`src/rtl/afs_pkg.sv`:
```
package afs_pkg;

  localparam logic [1:0] PM_SHUT   = 2'b00;
  localparam logic [1:0] PM_ON     = 2'b01;
  localparam logic [1:0] PM_AUTOSD = 2'b10;
  localparam logic [1:0] PM_AUTOSB = 2'b11;

  typedef logic [7:0] ctl_t;

  typedef enum logic [2:0] {
    ST_IDLE,
    ST_LEAD,
    ST_SHIFT,
    ST_TAIL,
    ST_GAP
  } seq_st_e;

  // control word sent MSB first: channel at bit 3, power bits at [1:0]
  function automatic ctl_t ctl_word(input logic [1:0] pm, input logic ch);
    return {4'b0000, ch, 1'b0, pm};
  endfunction

  // system clocks from the wake reference point to the sampling edge
  function automatic int unsigned settle_cycles(input logic [1:0] pm,
                                                input int unsigned half);
    case (pm)
      PM_SHUT:   return 4 * half;   // from chip-select falling
      PM_AUTOSD: return 3 * half;   // from first falling sclk
      default:   return 0;
    endcase
  endfunction

  function automatic logic wake_required(input logic [1:0] pm,
                                         input int unsigned half,
                                         input int unsigned need);
    return ((pm == PM_SHUT) || (pm == PM_AUTOSD)) &&
           (settle_cycles(pm, half) < need);
  endfunction

endpackage

```
`src/rtl/afs_halftimer.sv`:
```
module afs_halftimer #(
  parameter int DIVW = 10
) (
  input  logic            clk,
  input  logic            rst_n,
  input  logic            clear,
  input  logic [DIVW-1:0] half,
  output logic            tick
);
  logic [DIVW-1:0] cnt;

  assign tick = !clear && (cnt == half - DIVW'(1));

  always_ff @(posedge clk or negedge rst_n) begin
    if (!rst_n)             cnt <= '0;
    else if (clear || tick) cnt <= '0;
    else                    cnt <= cnt + DIVW'(1);
  end
endmodule

```
`src/rtl/afs_shifter.sv`:
```
module afs_shifter #(
  parameter int RES_W = 12
) (
  input  logic             clk,
  input  logic             rst_n,
  input  logic             load,
  input  logic [7:0]       load_byte,
  input  logic             fall_ev,
  input  logic             rise_ev,
  input  logic             miso,
  output logic             mosi,
  output logic [RES_W-1:0] rx
);
  logic [7:0] tx;

  always_ff @(posedge clk or negedge rst_n) begin
    if (!rst_n) begin
      tx   <= '0;
      mosi <= 1'b0;
      rx   <= '0;
    end else begin
      if (load) begin
        tx <= load_byte;
        rx <= '0;
      end else begin
        if (fall_ev) {mosi, tx} <= {tx, 1'b0};
        if (rise_ev) rx <= {rx[RES_W-2:0], miso};
      end
    end
  end
endmodule

```
`src/rtl/afs_ctrl.sv`:
```
module afs_ctrl
  import afs_pkg::*;
#(
  parameter int          DIVW     = 10,
  parameter int          FRW      = 16,
  parameter int          RES_W    = 12,
  parameter int unsigned WAKE_CYC = 1250
) (
  input  logic             clk,
  input  logic             rst_n,
  input  logic [DIVW-1:0]  div_half,
  input  logic             req_valid,
  input  logic [1:0]       req_mode,
  input  logic             req_chan,
  output logic             req_ready,
  input  logic             tick,
  output logic             tmr_clear,
  output logic [DIVW-1:0]  half_q,
  output logic             fall_ev,
  output logic             rise_ev,
  output logic             load_ev,
  output logic [7:0]       load_byte,
  input  logic [RES_W-1:0] rx_res,
  output logic             cs_n,
  output logic             sclk,
  output logic             res_valid,
  output logic [RES_W-1:0] res_data,
  output logic             res_chan,
  output logic [1:0]       cur_mode,
  output logic             wake_active
);
  localparam int EDGES = 2 * FRW;
  localparam int EW    = $clog2(EDGES);
  localparam logic [EW-1:0] LAST_EDGE = EW'(EDGES - 1);

  seq_st_e         state;
  logic [EW-1:0]   edge_idx;
  logic            gap_second;
  logic [1:0]      mode_q;
  logic            chan_q;
  logic            wake_q;
  logic [1:0]      bel_q;
  logic [DIVW-1:0] div_eff;
  logic            wake_need;
  logic            accept;
  logic            restart;

  assign div_eff   = (div_half == '0) ? DIVW'(1) : div_half;
  assign wake_need = wake_required(bel_q, 32'(div_eff), WAKE_CYC);
  assign accept    = (state == ST_IDLE) && req_valid;
  assign restart   = (state == ST_GAP) && tick && gap_second && wake_q;

  assign req_ready   = (state == ST_IDLE);
  assign tmr_clear   = (state == ST_IDLE);
  assign fall_ev     = tick && ((state == ST_LEAD) ||
                                ((state == ST_SHIFT) && !edge_idx[0]));
  assign rise_ev     = tick && (state == ST_SHIFT) && edge_idx[0];
  assign load_ev     = accept || restart;
  assign load_byte   = restart   ? ctl_word(mode_q, chan_q) :
                       wake_need ? ctl_word(PM_ON, req_chan) :
                                   ctl_word(req_mode, req_chan);
  assign cur_mode    = bel_q;
  assign wake_active = wake_q && (state != ST_IDLE);

  always_ff @(posedge clk or negedge rst_n) begin
    if (!rst_n) begin
      state      <= ST_IDLE;
      cs_n       <= 1'b1;
      sclk       <= 1'b1;
      edge_idx   <= '0;
      gap_second <= 1'b0;
      half_q     <= DIVW'(1);
      mode_q     <= PM_SHUT;
      chan_q     <= 1'b0;
      wake_q     <= 1'b0;
      bel_q      <= PM_SHUT;
      res_valid  <= 1'b0;
      res_data   <= '0;
      res_chan   <= 1'b0;
    end else begin
      res_valid <= 1'b0;
      case (state)
        ST_IDLE: begin
          if (req_valid) begin
            state  <= ST_LEAD;
            cs_n   <= 1'b0;
            half_q <= div_eff;
            mode_q <= req_mode;
            chan_q <= req_chan;
            wake_q <= wake_need;
          end
        end
        ST_LEAD: begin
          if (tick) begin
            state    <= ST_SHIFT;
            sclk     <= 1'b0;
            edge_idx <= EW'(1);
          end
        end
        ST_SHIFT: begin
          if (tick) begin
            sclk     <= edge_idx[0];
            edge_idx <= edge_idx + EW'(1);
            if (edge_idx == LAST_EDGE) state <= ST_TAIL;
          end
        end
        ST_TAIL: begin
          if (tick) begin
            state      <= ST_GAP;
            cs_n       <= 1'b1;
            gap_second <= 1'b0;
            bel_q      <= wake_q ? PM_ON : mode_q;
            res_valid  <= !wake_q;
            res_data   <= rx_res;
            res_chan   <= chan_q;
          end
        end
        ST_GAP: begin
          if (tick) begin
            if (!gap_second) begin
              gap_second <= 1'b1;
            end else if (wake_q) begin
              state  <= ST_LEAD;
              cs_n   <= 1'b0;
              wake_q <= 1'b0;
            end else begin
              state <= ST_IDLE;
            end
          end
        end
        default: state <= ST_IDLE;
      endcase
    end
  end
endmodule

```
`src/rtl/adc_frame_seq.sv`:
```
module adc_frame_seq #(
  parameter int          DIVW     = 10,
  parameter int          FRW      = 16,
  parameter int          RES_W    = 12,
  parameter int unsigned WAKE_CYC = 1250
) (
  input  logic             clk,
  input  logic             rst_n,
  input  logic [DIVW-1:0]  div_half,
  input  logic             req_valid,
  input  logic [1:0]       req_mode,
  input  logic             req_chan,
  output logic             req_ready,
  output logic             cs_n,
  output logic             sclk,
  output logic             mosi,
  input  logic             miso,
  output logic             res_valid,
  output logic [RES_W-1:0] res_data,
  output logic             res_chan,
  output logic [1:0]       cur_mode
);
  logic            tick;
  logic            tmr_clear;
  logic [DIVW-1:0] half_q;
  logic            fall_ev;
  logic            rise_ev;
  logic            load_ev;
  logic [7:0]      load_byte;
  logic [RES_W-1:0] rx_res;
  logic            wake_active;

  afs_halftimer #(.DIVW(DIVW)) u_tmr (
    .clk   (clk),
    .rst_n (rst_n),
    .clear (tmr_clear),
    .half  (half_q),
    .tick  (tick)
  );

  afs_ctrl #(
    .DIVW(DIVW), .FRW(FRW), .RES_W(RES_W), .WAKE_CYC(WAKE_CYC)
  ) u_ctrl (
    .clk         (clk),
    .rst_n       (rst_n),
    .div_half    (div_half),
    .req_valid   (req_valid),
    .req_mode    (req_mode),
    .req_chan    (req_chan),
    .req_ready   (req_ready),
    .tick        (tick),
    .tmr_clear   (tmr_clear),
    .half_q      (half_q),
    .fall_ev     (fall_ev),
    .rise_ev     (rise_ev),
    .load_ev     (load_ev),
    .load_byte   (load_byte),
    .rx_res      (rx_res),
    .cs_n        (cs_n),
    .sclk        (sclk),
    .res_valid   (res_valid),
    .res_data    (res_data),
    .res_chan    (res_chan),
    .cur_mode    (cur_mode),
    .wake_active (wake_active)
  );

  afs_shifter #(.RES_W(RES_W)) u_shf (
    .clk       (clk),
    .rst_n     (rst_n),
    .load      (load_ev),
    .load_byte (load_byte),
    .fall_ev   (fall_ev),
    .rise_ev   (rise_ev),
    .miso      (miso),
    .mosi      (mosi),
    .rx        (rx_res)
  );
endmodule

```
`config.mk`:
```
export PLATFORM = sky130hd
export DESIGN_NAME = adc_frame_seq
export DESIGN_NICKNAME = d
export VERILOG_FILES = /design/src/rtl/afs_pkg.sv /design/src/rtl/afs_halftimer.sv /design/src/rtl/afs_shifter.sv /design/src/rtl/afs_ctrl.sv /design/src/rtl/adc_frame_seq.sv
export SDC_FILE = /design/constraint.sdc
export NUM_CORES = 1
export LEC_CHECK = 0
export ABC_AREA = 0
export BUFFER_PORTS_ARGS = -buffer_cell sky130_fd_sc_hd__clkbuf_2
export CAP_MARGIN = 20
export CORE_MARGIN = 10
export CORE_UTILIZATION = 45
export DETAILED_ROUTE_END_ITERATION = 10
export PLACE_DENSITY = 0.67
export SETUP_SLACK_MARGIN = 0.3
export SLEW_MARGIN = 0
export SYNTH_ARGS = -nofsm -noshare
export SYNTH_HDL_FRONTEND = slang
export SYNTH_HIERARCHICAL = 1
export SYNTH_SLANG_ARGS = --single-unit
```
`constraint.sdc`:
```
create_clock -name clk -period 3.67 [get_ports clk]
set_clock_uncertainty 0.1 [all_clocks]
set_input_delay 0.367 -clock clk [delete_from_list [all_inputs] [get_ports clk]]
set_output_delay 0.367 -clock clk [all_outputs]
set_load 0.1 [all_outputs]
```
# After elaboration in Yosys (flattened, before gate mapping)
# Cells that the tools add are included.
# W data, S select, Z words.
# op_classes
n_addsub,3
multipliers,1
div,0
n_lt_le_gt_ge,1
eq_ne,15
shift,0
mux,38
bitwise,1
reduce_logical,34
# ops
operator,n
$mux W12,2
$pmux W12 S2,1
$mux W3,7
$mux W10,2
$mux W8,2
$pmux W3 S5,1
$mux W1,13
$lt A12 B11 Y1 const B,1
$mul A2 B10 Y12 const A,1
$ne A2 B1 Y1 const B,6
$add A10 B1 Y10 const B,1
$eq A10 B10 Y1,1
$logic_and A1 B1 Y1,10
$logic_not A10 Y1,1
$mux W5,2
$pmux W5 S2,1
$reduce_bool A2 Y1,5
$sub A10 B1 Y10 const B,1
$reduce_and A7 Y1,1
$eq A3 B2 Y1 const B,2
$pmux W1 S2,3
$reduce_and A2 Y1,3
$reduce_and A3 Y1,2
$reduce_and A6 Y1,1
other kinds (16),23
# totals
register_bits,72
latchBits,0
ramBits,0
rom_bits,0
input_bits,17
output_inout_bits,20
memories,0

# Logic depth before layout (Yosys ltp)
# depth
ltp_word,9
ltp_mapped,19
ltp_nobuf,16

# Modules after synthesis
# The synthesis kept the hierarchy.
# modules_own_cells
module,n_inst,cells_each,area_per_inst_um2,seq_area_each_um2
afs_ctrl,1,299,2731.4,1029.7
afs_shifter,1,76,905.9,525.5
afs_halftimer,1,91,817.0,250.2

# Worst setup path before layout
# No wires, ideal clock.
# synth_timing
path_kind,flip-flop to flip-flop
startpoint,register u_ctrl.state[0]
endpoint,register u_ctrl.res_chan
setup_time_ns,0.126
t_arrival_ns,4.667
required_time_ns,3.444
path_slack_ns,-1.223
stages_incl_launch_ff,10
n_path_buf,4
period_less_slack_ns,4.893
path_cell_list,dfrtp_1 > clkbuf_1 > nor3_1 > buf_4 > clkbuf_1 > and3b_2 > nor2b_1 > nand3_1 > clkbuf_1 > mux2_2
# synth_via
elab_chain_len,4
elab_cells_between_ends,5
cone_classes,eq/ne (1); reduce/logical (4)
# synth_rtl
item,line,text
from (decl),afs_ctrl.sv:36,seq_st_e state;
from (signal assigned),afs_ctrl.sv:67,state <= ST_IDLE;
from (signal assigned),afs_ctrl.sv:85,state <= ST_LEAD;
from (signal assigned),afs_ctrl.sv:95,state <= ST_SHIFT;
$logic_not A3 Y1,-,
via req_ready,adc_frame_seq.sv:13,"output logic req_ready,"
$logic_not A1 Y1,afs_halftimer.sv:12,assign tick = !clear && (cnt == half - DIVW'(1));
$logic_and A1 B1 Y1,afs_halftimer.sv:12,
via tick,adc_frame_seq.sv:23,logic tick;
$reduce_and A2 Y1 (no line),-,
to (signal assigned),afs_ctrl.sv:115,res_chan <= chan_q;
to (decl),afs_ctrl.sv:28,"output logic res_chan,"
# The timed path passes the listed nets, and every way through them passes these cells.
# A chain may end at the register's enable or synchronous reset.

# Worst setup path in the final report
# layout_timing
startpoint,register u_ctrl.half_q[2]
endpoint,register u_shf.tx[1]
# layout_via
elab_chain_len,8
elab_cells_between_ends,11
cone_classes,add/sub (1); eq/ne (1); mux (2); reduce/logical (7)
# layout_rtl
item,line,text
from (decl),afs_ctrl.sv:18,"output logic [DIVW-1:0] half_q,"
from (signal assigned),afs_ctrl.sv:87,half_q <= div_eff;
$sub A10 B1 Y10,afs_halftimer.sv:12,
$eq A10 B10 Y1,afs_halftimer.sv:12,
$logic_and A1 B1 Y1,afs_halftimer.sv:12,
via tick,adc_frame_seq.sv:23,
$logic_and A1 B1 Y1 (3 in a row),afs_ctrl.sv:51,assign restart = (state == ST_GAP) && tick && gap_second && wake_q;
$mux W4,afs_ctrl.sv:59,"assign load_byte = restart ? ctl_word(mode_q, chan_q) :"
via load_byte[1],adc_frame_seq.sv:29,logic [7:0] load_byte;
$mux W8,afs_shifter.sv:22,if (load) begin
to (signal assigned),afs_shifter.sv:23,tx <= load_byte;
to (signal assigned),afs_shifter.sv:26,"if (fall_ev) {mosi, tx} <= {tx, 1'b0};"
to (decl),afs_shifter.sv:14,logic [7:0] tx;
# The timed path passes the listed nets, and every way through them passes these cells.

==> flow_summary_export.csv <==
group,metric,value,unit
run_status,status,"finished, final reports clean",
critical_path,critPathCaptureType,"flop",
drt,drt_iter0_drc,181,
critical_path,regToRegSetupSlack,0.16,ns
critical_path,cp.required,3.82,ns
sta,min_period_over_period,95.73,%
worst_hold_path,worstHoldStart,"miso",
place,gp_congestion,0.8792,
yosys,synth_area_per_cell,9.571,sq um
critical_path,crit_type,"reg2reg",
yosys,yosys_warnings,6,
critical_path,path_max_fanout,5,
critical_path,cp_slowest_cell,"or4_4",
cts,h-tree-depth,3,
place,portBuffers,36,
floorplan,die_width,119.5,um
yosys,synthCells,465,
critical_path,startpoint_type,"flop",
floorplan,core_area,9684,sq um
sta,slew_headroom,54.63,%
place,dp_hpwl,7381,um
global_route,grt_pass1_wl,17470,um
sta,tightest_slew,0.6805,ns
sta,rsz0062_at_grt,"yes",
cts,cts_tree,"yes",
cts,clock-sinks,72,
floorplan,die_area,14270,sq um
drt,drc,0,
power,leakagePower,2.431,nW
power,vdd.ir_drop.worst,0.0003488,V
drt,antenna_left,0,
cts,clk_pin_slew,0.09,ns
global_route,overflow,0,
floorplan,num_rows,36,
sta,finalSetupTns,0,ns
global_route,grt_usage,14.60,%
floorplan,initial_core_util,45.96,%
worst_hold_path,hold_class,"in2reg",
floorplan,fp.dieH,119.5,um
sta,setup_viol,0,
finish,area_delta_synth_final,20.80,%
finish,drive_above_1_share,30.70,%
power,power_density,300.0,nW/um^2
drt,vias,3683,
critical_path,cp_cell_sequence,"or4_4 -> or4b_1 -> a211o_1 -> a2111oi_4 -> and3b_2 -> and2_4 -> nand4_1 -> and2_4 -> nand3_2 -> a21oi_2 -> nand3b_1 -> nand2_1 -> o21ai_1",
sta,fmax,0.2846,GHz
flow_run,drv_cap,0,
floorplan,top_level_ports,37,
cts,cts_max_path_buffers,2,
sta,timing.final.crit_period,3.513,ns
drt,dr.pass1.iters,4,
critical_path,critPathLaunch,"u_ctrl/half_q[2]$_DFFE_PN0P_",
drt,viasPerCell,5.547,
global_route,antenna_found_initial,0,
global_route,grt_pass1_vias,3623,
drt,routed_wl,10650,um
finish,final_util,55.52,%
drt,wire_per_inst,16.04,um
critical_path,crit-reg2reg-launch,"u_ctrl/half_q[2]$_DFFE_PN0P_",
finish,final_nets,560,
critical_path,cpMostUsedCell,"and2_4",
sta,slew_violations,0,
critical_path,arrival,3.67,ns
finish,num_antenna_cells,0,
cts,cts_buffers,9,
global_route,grt_max_degree,48,
sta,hold_viol,0,
cts,ctsRootBufferMaster,"clkbuf_8",
yosys,syn_area,4451,sq um
critical_path,critical_path.max_stage_delay,0.53,ns
cts,clk_latency,0.36,ns
-- report_power, final --
part	internal (mW)	switching, mW
clock	0.325	0.336
sequential	0.797	0.00309
combinational	0.0614	0.0905
-- what timing repair did --
| action | 4_1_cts | 5_1_grt |
|---|---|---|
| hold buffers | 1 | 0 |
| endpoints found under the setup margin | 35 | 39 |
| pin swaps | 5 | 12 |
| buffers inserted | 5 | 7 |
| endpoints found under the hold margin | 25 | 0 |
| gates resized for setup | 3 | 35 |
| cloned | 0 | 3 |
-- state kept, by name (all words and copies together) (netlist names) --
signal	flops
u_ctrl/cs_n	1
u_ctrl/mode_q	2
u_ctrl/chan_q	1
u_ctrl/half_q	10
u_ctrl/wake_q	1
u_ctrl/res_data	12
u_ctrl/res_valid	1
u_ctrl/res_chan	1
u_ctrl/gap_second	1
u_shf/tx	8
u_ctrl/state	3
u_ctrl/edge_idx	5
u_ctrl/sclk	1
u_shf/mosi	1
u_shf/rx	12
u_ctrl/cur_mode	2
u_tmr/cnt	10
-- routing by layer --
| layer | part of all wire, % | vias to the layer above | GRT usage, % |
|---|---|---|---|
| li1 | - | 1778 | - |
| met2 | 48 | 79 | 23.31 |
| met1 | 46 | 1815 | 18.57 |
| met4 | 1.4 | 0 | 6.184 |
| met3 | 4.3 | 11 | 3.354 |
| met5 | 0 | - | 0 |
-- placed cells by master, fill, tap and decap left out, types with 7 or more instances in the layout --
| cell | n |
|---|---|
| nand2_1 | 40 |
| nor3_1 | 12 |
| clkbuf_8 | 9 |
| a21oi_1 | 22 |
| clkbuf_2 | 35 |
| xor2_1 | 14 |
| ha_1 | 16 |
| buf_4 | 30 |
| nand3_1 | 7 |
| o21ai_0 | 21 |
| mux2i_1 | 15 |
| mux2_2 | 22 |
| a211oi_1 | 13 |
| and3_1 | 9 |
| nor2_1 | 35 |
| inv_1 | 19 |
| xnor2_1 | 8 |
| dfrtp_1 | 69 |
-- worst max-delay path: cells and delay by family (launching register included) --
family	cells	cell delay, ns
compound gates	4	0.73
flops	1	0.38
simple gates	9	2.19
-- through the flow --
stage | total power, mW | instance area, sq um | hold slack [ns] | worst slack, ns | std cells
after detailed placement | 0.9596 | 4882 | 0.2920 | 0.08867 | 632
after CTS | 1.623 | 5155 | 0.1498 | 0.1942 | 654
after global placement | 0.9554 | 4882 | 0.2823 | 0.1725 | 632
after floorplan | 0.9088 | 4526 | -0.02859 | 0.2607 | 469
final | 1.613 | 5376 | 0.1638 | 0.1568 | 664
after global routing | 1.676 | 5376 | 0.1756 | 0.002238 | 664
-- final timing paths --
path	end	cells after the start
hold reg to reg	u_ctrl/cs_n$_DFFE_PN1P_	2
setup / recovery	u_shf/tx[1]$_DFFE_PN0P_	13
min in group asynchronous	u_ctrl/res_data[8]$_DFFE_PN0P_	2
max in group asynchronous	u_shf/mosi$_DFFE_PN0P_	3
hold / removal	u_shf/rx[0]$_DFFE_PN0P_	3
setup reg to reg	u_shf/tx[1]$_DFFE_PN0P_	13
-- cell type report --
cell class	instances	area [sq um]
clock buffer	9	123.9
timing repair buffer	75	544.3
tap	133	166.4
inverter	20	75.07
sequential	72	1805
multi-input combinational	348	2579
clock inverter	7	82.58
fill	828	4308
Power figures use the tool's default switching activity.
